==> src/rtl/rxq_pkg.sv <==
// Package: shared types and helpers for the receive queue.
// Assumes characters are 8 bits and the read port is 32 bits wide.
package rxq_pkg;
    localparam int CHAR_W = 8;
    localparam int WORD_W = 32;
    localparam int CHARS_PER_WORD = WORD_W / CHAR_W;

    typedef enum logic [1:0] {
        GRAN_ONE  = 2'd0,
        GRAN_TWO  = 2'd1,
        GRAN_FOUR = 2'd2,
        GRAN_RSVD = 2'd3
    } gran_e;

    // Minimum stored count that raises the ready request for a code.
    function automatic int unsigned gran_min(input gran_e g);
        case (g)
            GRAN_TWO:  return 2;
            GRAN_FOUR: return 4;
            default:   return 1;
        endcase
    endfunction
endpackage

==> src/rtl/rxq_ring.sv <==
// Module: circular character store with level counter.
// Assumes DEPTH is a power of two, at least 8, and below 2**LVL_W.
// The caller never pushes into a full store or pops more than is stored.
module rxq_ring #(
    parameter int DEPTH = 32,
    parameter int LVL_W = 6
) (
    input  logic                         clk,
    input  logic                         rst_n,
    input  logic                         clr,
    input  logic                         push,
    input  logic [rxq_pkg::CHAR_W-1:0]   din,
    input  logic [2:0]                   pop_cnt,
    output logic [LVL_W-1:0]             level,
    output logic [LVL_W-1:0]             lvl_nxt,
    output logic [rxq_pkg::WORD_W-1:0]   head
);
    localparam int PTR_W = $clog2(DEPTH);

    logic [rxq_pkg::CHAR_W-1:0] mem [DEPTH];
    logic [PTR_W-1:0]           wp;
    logic [PTR_W-1:0]           rp;

    // Level after this cycle's clear, push and pop.
    always_comb begin
        if (clr) lvl_nxt = '0;
        else     lvl_nxt = level + LVL_W'(push) - LVL_W'(pop_cnt);
    end

    // Character storage write.
    always_ff @(posedge clk) begin
        if (push && !clr) mem[wp] <= din;
    end

    // Pointer and level update.
    always_ff @(posedge clk) begin
        if (!rst_n || clr) begin
            wp    <= '0;
            rp    <= '0;
            level <= '0;
        end else begin
            wp    <= wp + PTR_W'(push);
            rp    <= rp + PTR_W'(pop_cnt);
            level <= lvl_nxt;
        end
    end

    // Four oldest characters, oldest in the lowest byte.
    for (genvar k = 0; k < rxq_pkg::CHARS_PER_WORD; k++) begin : g_head
        assign head[k*rxq_pkg::CHAR_W +: rxq_pkg::CHAR_W] = mem[rp + PTR_W'(k)];
    end


    push_room_chk: assert property (@(posedge clk) disable iff (!rst_n)
        push |-> (level < LVL_W'(DEPTH)));


    level_bound_chk: assert property (@(posedge clk) disable iff (!rst_n)
        level <= LVL_W'(DEPTH));
endmodule

==> src/rtl/rxq_rdsel.sv <==
// Module: read-access decode. Chooses how many characters an access
// pops, what it returns, and whether it is a short (error) access.
// Assumes head holds the four oldest characters, valid up to level.
module rxq_rdsel #(
    parameter int LVL_W = 6
) (
    input  logic                         mult,
    input  logic                         rd_req,
    input  logic                         rd_word,
    input  logic [LVL_W-1:0]             level,
    input  logic [rxq_pkg::WORD_W-1:0]   head,
    output logic [2:0]                   pop_cnt,
    output logic                         perr_ev,
    output logic [rxq_pkg::WORD_W-1:0]   rd_data
);
    logic four;
    logic avail;

    // Access width, availability, data and pop count.
    always_comb begin
        four  = mult && rd_word;
        avail = four ? (level >= LVL_W'(rxq_pkg::CHARS_PER_WORD)) : (level != '0);
        if (!avail)    rd_data = '0;
        else if (four) rd_data = head;
        else           rd_data = {{(rxq_pkg::WORD_W-rxq_pkg::CHAR_W){1'b0}},
                                  head[rxq_pkg::CHAR_W-1:0]};
        if (rd_req && avail) pop_cnt = four ? 3'd4 : 3'd1;
        else                 pop_cnt = 3'd0;
        perr_ev = rd_req && !avail;
    end
endmodule

==> src/rtl/rxq_rts.sv <==
// Module: request-to-send hysteresis register.
// Assumes 0 < lo < hi; the decision uses the level after this cycle.
module rxq_rts #(
    parameter int LVL_W = 6
) (
    input  logic             clk,
    input  logic             rst_n,
    input  logic             act,
    input  logic             clr,
    input  logic [LVL_W-1:0] lvl_nxt,
    input  logic [LVL_W-1:0] hi,
    input  logic [LVL_W-1:0] lo,
    output logic             rts
);
    // Raise at the upper threshold, drop at the lower one, else hold.
    always_ff @(posedge clk) begin
        if (!rst_n || !act || clr) rts <= 1'b0;
        else if (lvl_nxt >= hi)    rts <= 1'b1;
        else if (lvl_nxt <= lo)    rts <= 1'b0;
    end
endmodule

==> src/rtl/rxq_flow_top.sv <==
// Module: receive character queue with level-driven RTS.
// Assumes DEPTH is a power of two between 8 and 63. Configuration
// inputs are static software settings.
module rxq_flow_top #(
    parameter int DEPTH = 32,
    parameter int LVL_W = 6
) (
    input  logic        clk,
    input  logic        rst_n,
    input  logic        cfg_fifo_en,
    input  logic        cfg_hs_mode,
    input  logic        cfg_rts_en,
    input  logic        cfg_nine_bit,
    input  logic [1:0]  cfg_rdy_gran,
    input  logic [5:0]  cfg_thr_hi,
    input  logic [5:0]  cfg_thr_lo,
    input  logic        clr,
    input  logic        wr_valid,
    input  logic [7:0]  wr_data,
    input  logic        rd_req,
    input  logic        rd_word,
    output logic [31:0] rd_data,
    output logic [5:0]  level,
    output logic        empty,
    output logic        full,
    output logic        thr_hi_hit,
    output logic        thr_lo_hit,
    output logic        ptr_err,
    output logic        overrun,
    output logic        rx_ready,
    output logic        rts
);
    import rxq_pkg::*;

    logic [LVL_W-1:0]  lvl_q;
    logic [LVL_W-1:0]  lvl_nxt;
    logic [WORD_W-1:0] head;
    logic [2:0]        pop_cnt;
    logic              perr_ev;
    logic              push;
    logic              mult;
    logic              rts_act;

    // Mode and gating decode.
    always_comb begin
        mult    = cfg_fifo_en && !cfg_nine_bit;
        rts_act = cfg_fifo_en && cfg_hs_mode && cfg_rts_en;
        full    = (lvl_q == LVL_W'(DEPTH));
        push    = wr_valid && !full;
    end

    rxq_ring #(.DEPTH(DEPTH), .LVL_W(LVL_W)) ring_i (
        .clk(clk), .rst_n(rst_n), .clr(clr), .push(push), .din(wr_data),
        .pop_cnt(pop_cnt), .level(lvl_q), .lvl_nxt(lvl_nxt), .head(head)
    );

    rxq_rdsel #(.LVL_W(LVL_W)) rdsel_i (
        .mult(mult), .rd_req(rd_req), .rd_word(rd_word), .level(lvl_q),
        .head(head), .pop_cnt(pop_cnt), .perr_ev(perr_ev), .rd_data(rd_data)
    );

    rxq_rts #(.LVL_W(LVL_W)) rts_i (
        .clk(clk), .rst_n(rst_n), .act(rts_act), .clr(clr), .lvl_nxt(lvl_nxt),
        .hi(cfg_thr_hi), .lo(cfg_thr_lo), .rts(rts)
    );

    // Sticky error flags, cleared by the clear command.
    always_ff @(posedge clk) begin
        if (!rst_n || clr) begin
            ptr_err <= 1'b0;
            overrun <= 1'b0;
        end else begin
            ptr_err <= ptr_err | perr_ev;
            overrun <= overrun | (wr_valid && full);
        end
    end

    // Live level flags and ready request.
    always_comb begin
        level      = lvl_q;
        empty      = (lvl_q == '0);
        thr_hi_hit = (lvl_q >= cfg_thr_hi);
        thr_lo_hit = (lvl_q <= cfg_thr_lo);
        rx_ready   = (32'(lvl_q) >= gran_min(gran_e'(cfg_rdy_gran)));
    end


    short_word_chk: assert property (@(posedge clk) disable iff (!rst_n)
        rd_req && mult && rd_word && (lvl_q < 4) && !wr_valid && !clr
        |=> (level == $past(level)) && ptr_err);


    drop_full_chk: assert property (@(posedge clk) disable iff (!rst_n)
        wr_valid && full && !clr && !rd_req |=> overrun && full);


    rts_high_chk: assert property (@(posedge clk) disable iff (!rst_n)
        $past(rts_act) && !$past(clr) && ($past(cfg_thr_lo) != 0)
        && ($past(cfg_thr_lo) < $past(cfg_thr_hi)) && (level >= $past(cfg_thr_hi))
        |-> rts);


    rts_idle_chk: assert property (@(posedge clk) disable iff (!rst_n)
        !rts_act |=> !rts);


    clear_chk: assert property (@(posedge clk) disable iff (!rst_n)
        clr |=> empty && !rts && !ptr_err && !overrun);


    flag_excl_chk: assert property (@(posedge clk) disable iff (!rst_n)
        $onehot0({empty, full}));
endmodule

==> config.mk <==
export PLATFORM = sky130hd
export DESIGN_NAME = rxq_flow_top
export DESIGN_NICKNAME = d
export VERILOG_FILES = /design/src/rtl/rxq_pkg.sv /design/src/rtl/rxq_ring.sv /design/src/rtl/rxq_rdsel.sv /design/src/rtl/rxq_rts.sv /design/src/rtl/rxq_flow_top.sv
export SDC_FILE = /design/constraint.sdc
export NUM_CORES = 1
export LEC_CHECK = 0
export ABC_AREA = 1
export BUFFER_PORTS_ARGS = -buffer_cell sky130_fd_sc_hd__clkbuf_2
export CAP_MARGIN = 20
export CORE_ASPECT_RATIO = 0.75
export CORE_MARGIN = 8
export CORE_UTILIZATION = 35
export DETAILED_ROUTE_END_ITERATION = 12
export PLACE_DENSITY_LB_ADDON = 0.15
export SYNTH_ARGS = -nofsm -noshare
export SYNTH_HDL_FRONTEND = slang
export SYNTH_SLANG_ARGS = --single-unit
==> constraint.sdc <==
create_clock -name clk -period 5.35 [get_ports clk]
set_input_delay 1.07 -clock clk [delete_from_list [all_inputs] [get_ports clk]]
set_output_delay 1.07 -clock clk [all_outputs]
set_load 0.1 [all_outputs]
# Yosys cells after proc, flatten, opt, wreduce, memory -nomap -nowiden
# Memory sizes are Yosys's and may differ from the RTL's. A register that Yosys moved wholly into a read port is not among the register bits.
# Index checks and enable logic that the tools add are counted.
[op_classes] add_sub_neg=7 n_mul=0 div_mod_pow=0 order_cmp=6 eq_ne=3 shift=0 n_mux=12 n_bitwise=2 n_reduce_logical=21
[ops] operator="2-to-1 mux 32 bit" n=2
[ops] operator="greater-or-equal comparator 6 x 32 -> 1 bit" n=1
[ops] operator="greater-or-equal comparator 6 bit" n=2
[ops] operator="less-or-equal comparator 6 bit" n=2
[ops] operator="adder 5 x 2 -> 5 bit (second input constant)" n=2
[ops] operator="logical AND 1 bit" n=9
[ops] operator="adder 6 x 1 -> 6 bit" n=1
[ops] operator="== test 6 bit (second input constant)" n=1
[ops] operator="greater-or-equal comparator 6 x 3 -> 1 bit (second input constant)" n=1
[ops] operator="logical NOT 1 bit" n=6
[ops] operator="logical NOT 6 bit" n=1
[ops] operator="2-to-1 mux 3 bit" n=2
[ops] operator="2-to-1 mux 6 bit" n=1
[ops] operator="case mux 3 bit (2 select lines)" n=1
[ops] operator="nonzero test 6 bit" n=1
[ops] operator="subtractor 6 x 3 -> 6 bit" n=1
[ops] operator="adder 5 x 1 -> 5 bit" n=1
[ops] operator="adder 5 x 1 -> 5 bit (second input constant)" n=1
[ops] operator="adder 5 x 3 -> 5 bit" n=1
[ops] operator="2-to-1 mux 1 bit" n=5
[ops] operator="2-to-1 mux 5 bit" n=1
[ops] operator="logical OR 1 bit" n=3
[ops] operator="== test 2 x 1 -> 1 bit (second input constant)" n=1
[ops] operator="== test 2 bit (second input constant)" n=1
[ops] operator="other kinds (2)" n=3
[word_totals] reg_bits=19 latchBits=0 ramBits=256 rom_bits=0 n_memories=1
[mem_list] name="ring_i.mem" depth=32 word_bits=8 rd=4 rd_clocked_by_memory_dff=1 wr=1 line_no="rxq_ring.sv:20" source="logic [rxq_pkg::CHAR_W-1:0] mem [DEPTH];"

# Longest topological paths before layout
[logic_depth] ltp_word=11 depth_mapped=25 depth_no_buf=25

# Hierarchy
# From an unflattened synthesis, not the netlist that was laid out.
[unflattened] cells_unflattened=2457 hier_area_um2=18333.8
[modules_own_cells] module="rxq_ring" n_inst=1 cells_each=2222 area_each_um2=17036.3 seq_area_each_um2=8007.7
[modules_own_cells] module="rxq_flow_top" n_inst=1 cells_each=83 area_each_um2=540.5 seq_area_each_um2=40.0
[modules_own_cells] module="rxq_rdsel" n_inst=1 cells_each=91 area_each_um2=386.6 seq_area_each_um2=0.0
[modules_own_cells] module="rxq_rts" n_inst=1 cells_each=61 area_each_um2=370.4 seq_area_each_um2=20.0

# Worst setup path before layout
# Ideal clock, no wire load.
[synth_path] path_type="input port to output port" start="input port cfg_rdy_gran[0]" end="output port rx_ready" t_arrival_ps=3970 slack_ps=310 cell_stages=7 path_buffers=0 path_cell_list="inv_1 > ha_1 > ha_1 > o21ai_0 > nand2_1 > a211oi_1 > o21ai_0"
[synth_between] elab_chain_cells=3 elab_cells_between_ends=4 classes_between="order compare (1); eq/ne (2); mux (1)"
[synth_lines] element="start, declared" line_no="rxq_flow_top.sv:14" source="input logic [1:0] cfg_rdy_gran,"
[synth_lines] element="== test 2 bit or == test 2 x 1 -> 1 bit (tied branches)" line_no="rxq_pkg.sv:17" source="case (g)"
[synth_lines] element="case mux 3 bit (2 select lines) (*)" line_no="rxq_pkg.sv:17"
[synth_lines] element="greater-or-equal comparator 6 x 32 -> 1 bit (*)" line_no="rxq_flow_top.sv:84" source="rx_ready = (32'(lvl_q) >= gran_min(gran_e'(cfg_rdy_gran)));"
[synth_lines] element="end, declared" line_no="rxq_flow_top.sv:30" source="output logic rx_ready,"
# Every way passes the cells marked *; elsewhere a longest branch is shown, timed or not.

# Worst setup path after layout
[layout_path] start="register ring_i.rp[0]" end="output port rd_data[28]"
[layout_between] elab_chain_cells=4
[layout_lines] element="start, declared" line_no="rxq_ring.sv:22" source="logic [PTR_W-1:0] rp;"
[layout_lines] element="start signal, assigned" line_no="rxq_ring.sv:43" source="rp <= rp + PTR_W'(pop_cnt);"
[layout_lines] element="adder 5 x 2 -> 5 bit" line_no="rxq_ring.sv:50" source="assign head[k*rxq_pkg::CHAR_W +: rxq_pkg::CHAR_W] = mem[rp + PTR_W'(k)];"
[layout_lines] element="memory (32 x 8 bit)"
[layout_lines] element="2-to-1 mux 32 bit" line_no="rxq_rdsel.sv:24" source="else if (four) rd_data = head;"
[layout_lines] element="2-to-1 mux 32 bit" line_no="rxq_rdsel.sv:23" source="if (!avail) rd_data = '0;"
[layout_lines] element="end, declared" line_no="rxq_flow_top.sv:22" source="output logic [31:0] rd_data,"
# No other way between the ends.

==> out/qor.yml <==
sta:
  tns_ps: 0
  slew_headroom_pct: 24.0
  drv_slew: 0
  final-setup-viol-count: 0
  hold_viol_final: 0
  post-route-period-util_pct: 95.6
  timing.fmax_mhz: 195
  rsz0062_at_grt: "false"
  fin_crit_ps: 5120
  finClkSkew_ps: 13.3
  worst_pin_slew_ps: 1140
power:
  power_density_mw_per_mm2: 387
  vdd_drop_max_v: 0.000198
  power.leakage_nw: 8.72
  power_w: 0.00801
worst_setup_path:
  arrival_ps: 4050
  critPathBufInv: 4
  slowest_stage: "dfxtp_4"
  endpoint_kind: "output port"
  slowest_delay_ps: 660
  required_ps: 4280
  critPathMaxFanout: 60
  critical_path_class: "reg -> out"
  path_cells: "inv_8 > ha_4 > inv_4 > buf_12 > nand3_1 > nand2_1 > nand2_1 > nand3_1 > nand2_1 > nor2_1 > nor2_1 > buf_12"
  worst_path_most_repeated_cell: "nand2_1"
  cp-start-kind: "register"
  critical_path.top_delay_family: "simple AND/OR/NAND/NOR gates"
clock_tree:
  clk_pin_slew_ps: 60
  clock-sinks: 275
  cts_tree: "built"
  numCtsBuffers: 34
  root_buffer: "clkbuf_16"
  cts_setup_buffers: 0
  clock_latency_ps: 550
  clockBufferDepth: 3
  htree_levels: 2
placed_design:
  place_hpwl_mm: 49.9
  portBuffers: 77
  gp_congestion: 0.912
  place_inst: 3180
yosys:
  synth_cell_type_count: 37
  avgSynthCellArea_um2: 7.28
  syn_nets: 2580
  yosysWarnings: 0
  yosysSeqAreaShare_pct: 44.3
  synthCells: 2501
  postSynthRegisterBits: 275
  mappedNetlistArea_mm2: 0.0182
finish:
  drive_above_1_share_pct: 8.03
  insertedDiodeCount: 0
  multiInputGateArea_mm2: 0.00903
  layout.cells.non_filler: 3244
  syn_to_final_growth_pct: 13.7
  final_nets: 2595
  seqCellArea_mm2: 0.00808
  final_util_pct: 40.3
  n_fill_cell: 5261
job:
  maxCapViolCount: 0
floorplan:
  start_util_pct: 35.4
  die_h_um: 214
  coreArea_mm2: 0.0514
  die-area_mm2: 0.0597
  pin_count: 78
  die_x_um: 279
  rows: 72
grt:
  antenna_found_initial: 0
  grt_pass1_vias: 16258
  grt_max_degree: 115
  grt_pass1_wl_mm: 107
  grt-ovfl-total: 0
  grt_usage_pct: 23.9
detailed_routing:
  drt_iter0_drc: 2843
  drc: 0
  first_pass_iters: 9
  drt-wirelength-per-cell_um: 22.5
  via_per_inst: 5.61
  routed_wl_mm: 73.1
  vias: 18214
  ant_nets: 0
outcome:
  status: "finished, final reports clean"
min_path:
  hold_path_class: "reg -> reg"
## cells in the final DEF (no fill, tap or decap), types with 37 or more instances in the layout
| cell type | n |
|---|---|
| nand2_1 | 938 |
| ha_1 | 45 |
| inv_1 | 93 |
| nand3_1 | 651 |
| nor2_1 | 144 |
| a21oi_1 | 79 |
| clkbuf_2 | 53 |
| buf_4 | 43 |
| clkbuf_16 | 37 |
| o21ai_0 | 45 |
| edfxtp_1 | 256 |
## synth_stat cells
cell type  count  area, µm²
buf_2         81        405
nand2_1      938       3520
o21ai_0       45        225
buf_1         13       48.8
and2_0         8       50.1
inv_1         94        353
nor2_1       146        548
o2111ai_1      1       8.76
fa_1           1       20.0
nor2_4         1       11.3
edfxtp_1     256       7690
and3_1         1       6.26
ha_1          46        576
a21oi_1       79        395
o21bai_1       2       15.0
xor2_2         2       32.5
inv_2          6       22.5
nand2_2        3       18.8
buf_6          4       45.0
dfxtp_1       19        380
o21ai_1        2       10.0
o21ai_4        1       16.3
a211oi_1       1       7.51
nor2_2         1       6.26
xnor2_2        1       16.3
a21o_1         1       7.51
o211ai_1       4       30.0
nand4_1        7       43.8
clkbuf_1      42        158
nor3_1        17       85.1
nand3_1      651       3260
buf_4         12       90.1
a31o_2         2       17.5
and2_1         8       50.1
xor2_1         2       17.5
nor2_8         1       20.0
clkinv_1       2       7.51
## final timing paths
check | slack [ps] | cells after the start | end | startpoint
worst max-delay path | 230 | 12 | rd_data[28] | ring_i.rp[0]
worst min-delay path | 460 | 2 | ptr_err | ptr_err
worst max register to register | 1400 | 24 | rts_i.rts | ring_i.level[4]
worst min register to register | 460 | 2 | ptr_err | ptr_err
## tightest hold or removal path, stage by stage (launching register included)
cell and delay (ps):
dfxtp_1 310, inv_1 50, a21oi_1 60
## through the flow
step	hold WS, ps	area [µm²]	worst slack [ps]
after global routing	509	20700	117
after detailed placement	460	19600	797
after global placement	453	19500	809
final	464	20700	234
after CTS	472	20700	205
after floorplan	485	18200	310
## kinds of logic (layout without fill, tap and decap cells)
| family | count (synthesis) | in the layout | synth area share, % |
|---|---|---|---|
| AND/OR/NAND/NOR | 1782 | 1782 | 41.8 |
| flip-flops | 275 | 275 | 44.3 |
| buffers and inverters | 254 | 294 | 6.20 |
| AO/OA/AOI/OAI | 138 | 138 | 4.03 |
| adder cells (fa/ha/maj) | 47 | 47 | 3.27 |
| XOR/XNOR | 5 | 5 | 0.364 |
## sequential cells by signal (all words and copies together), names as in the netlist
name and count:
ring_i.wp 5, ptr_err 1, ring_i.rp 5, rts_i.rts 1, ring_i.mem 256, ring_i.level 6, overrun 1
## area by class of cell
type	count	share of cell area (%)
multi-input cells	1972	43.6
inverters	102	1.91
well taps	703	4.25
repair buffers	131	5.97
clock buffers	42	4.56
clock inverters	19	0.707
flip-flops and latches	275	39.0
## where the power goes
group	total, W	leakage (nW)	internal, W	switching (W)
clock	0.00231	0.525	0.00135	0.000964
combinational	0.00325	5.74	0.000816	0.00244
sequential	0.00244	2.46	0.00238	0.0000608
total	0.00801	8.72	0.00455	0.00346
## what timing repair did
action / CTS / global route
hold buffers: 0 / 0
gates resized for setup: 0 / 2
setup endpoints to repair: 0 / 2
## layer usage
metal | global-route usage (%) | share of wire, % | vias up
met5 | 0 | 0 | -
met4 | 6.43 | 2.5 | 0
met3 | 5.71 | 12 | 118
met2 | 33.2 | 39 | 1092
met1 | 36.4 | 47 | 8519
li1 | - | - | 8485
Note: power is estimated with default switching activity, not from simulation.
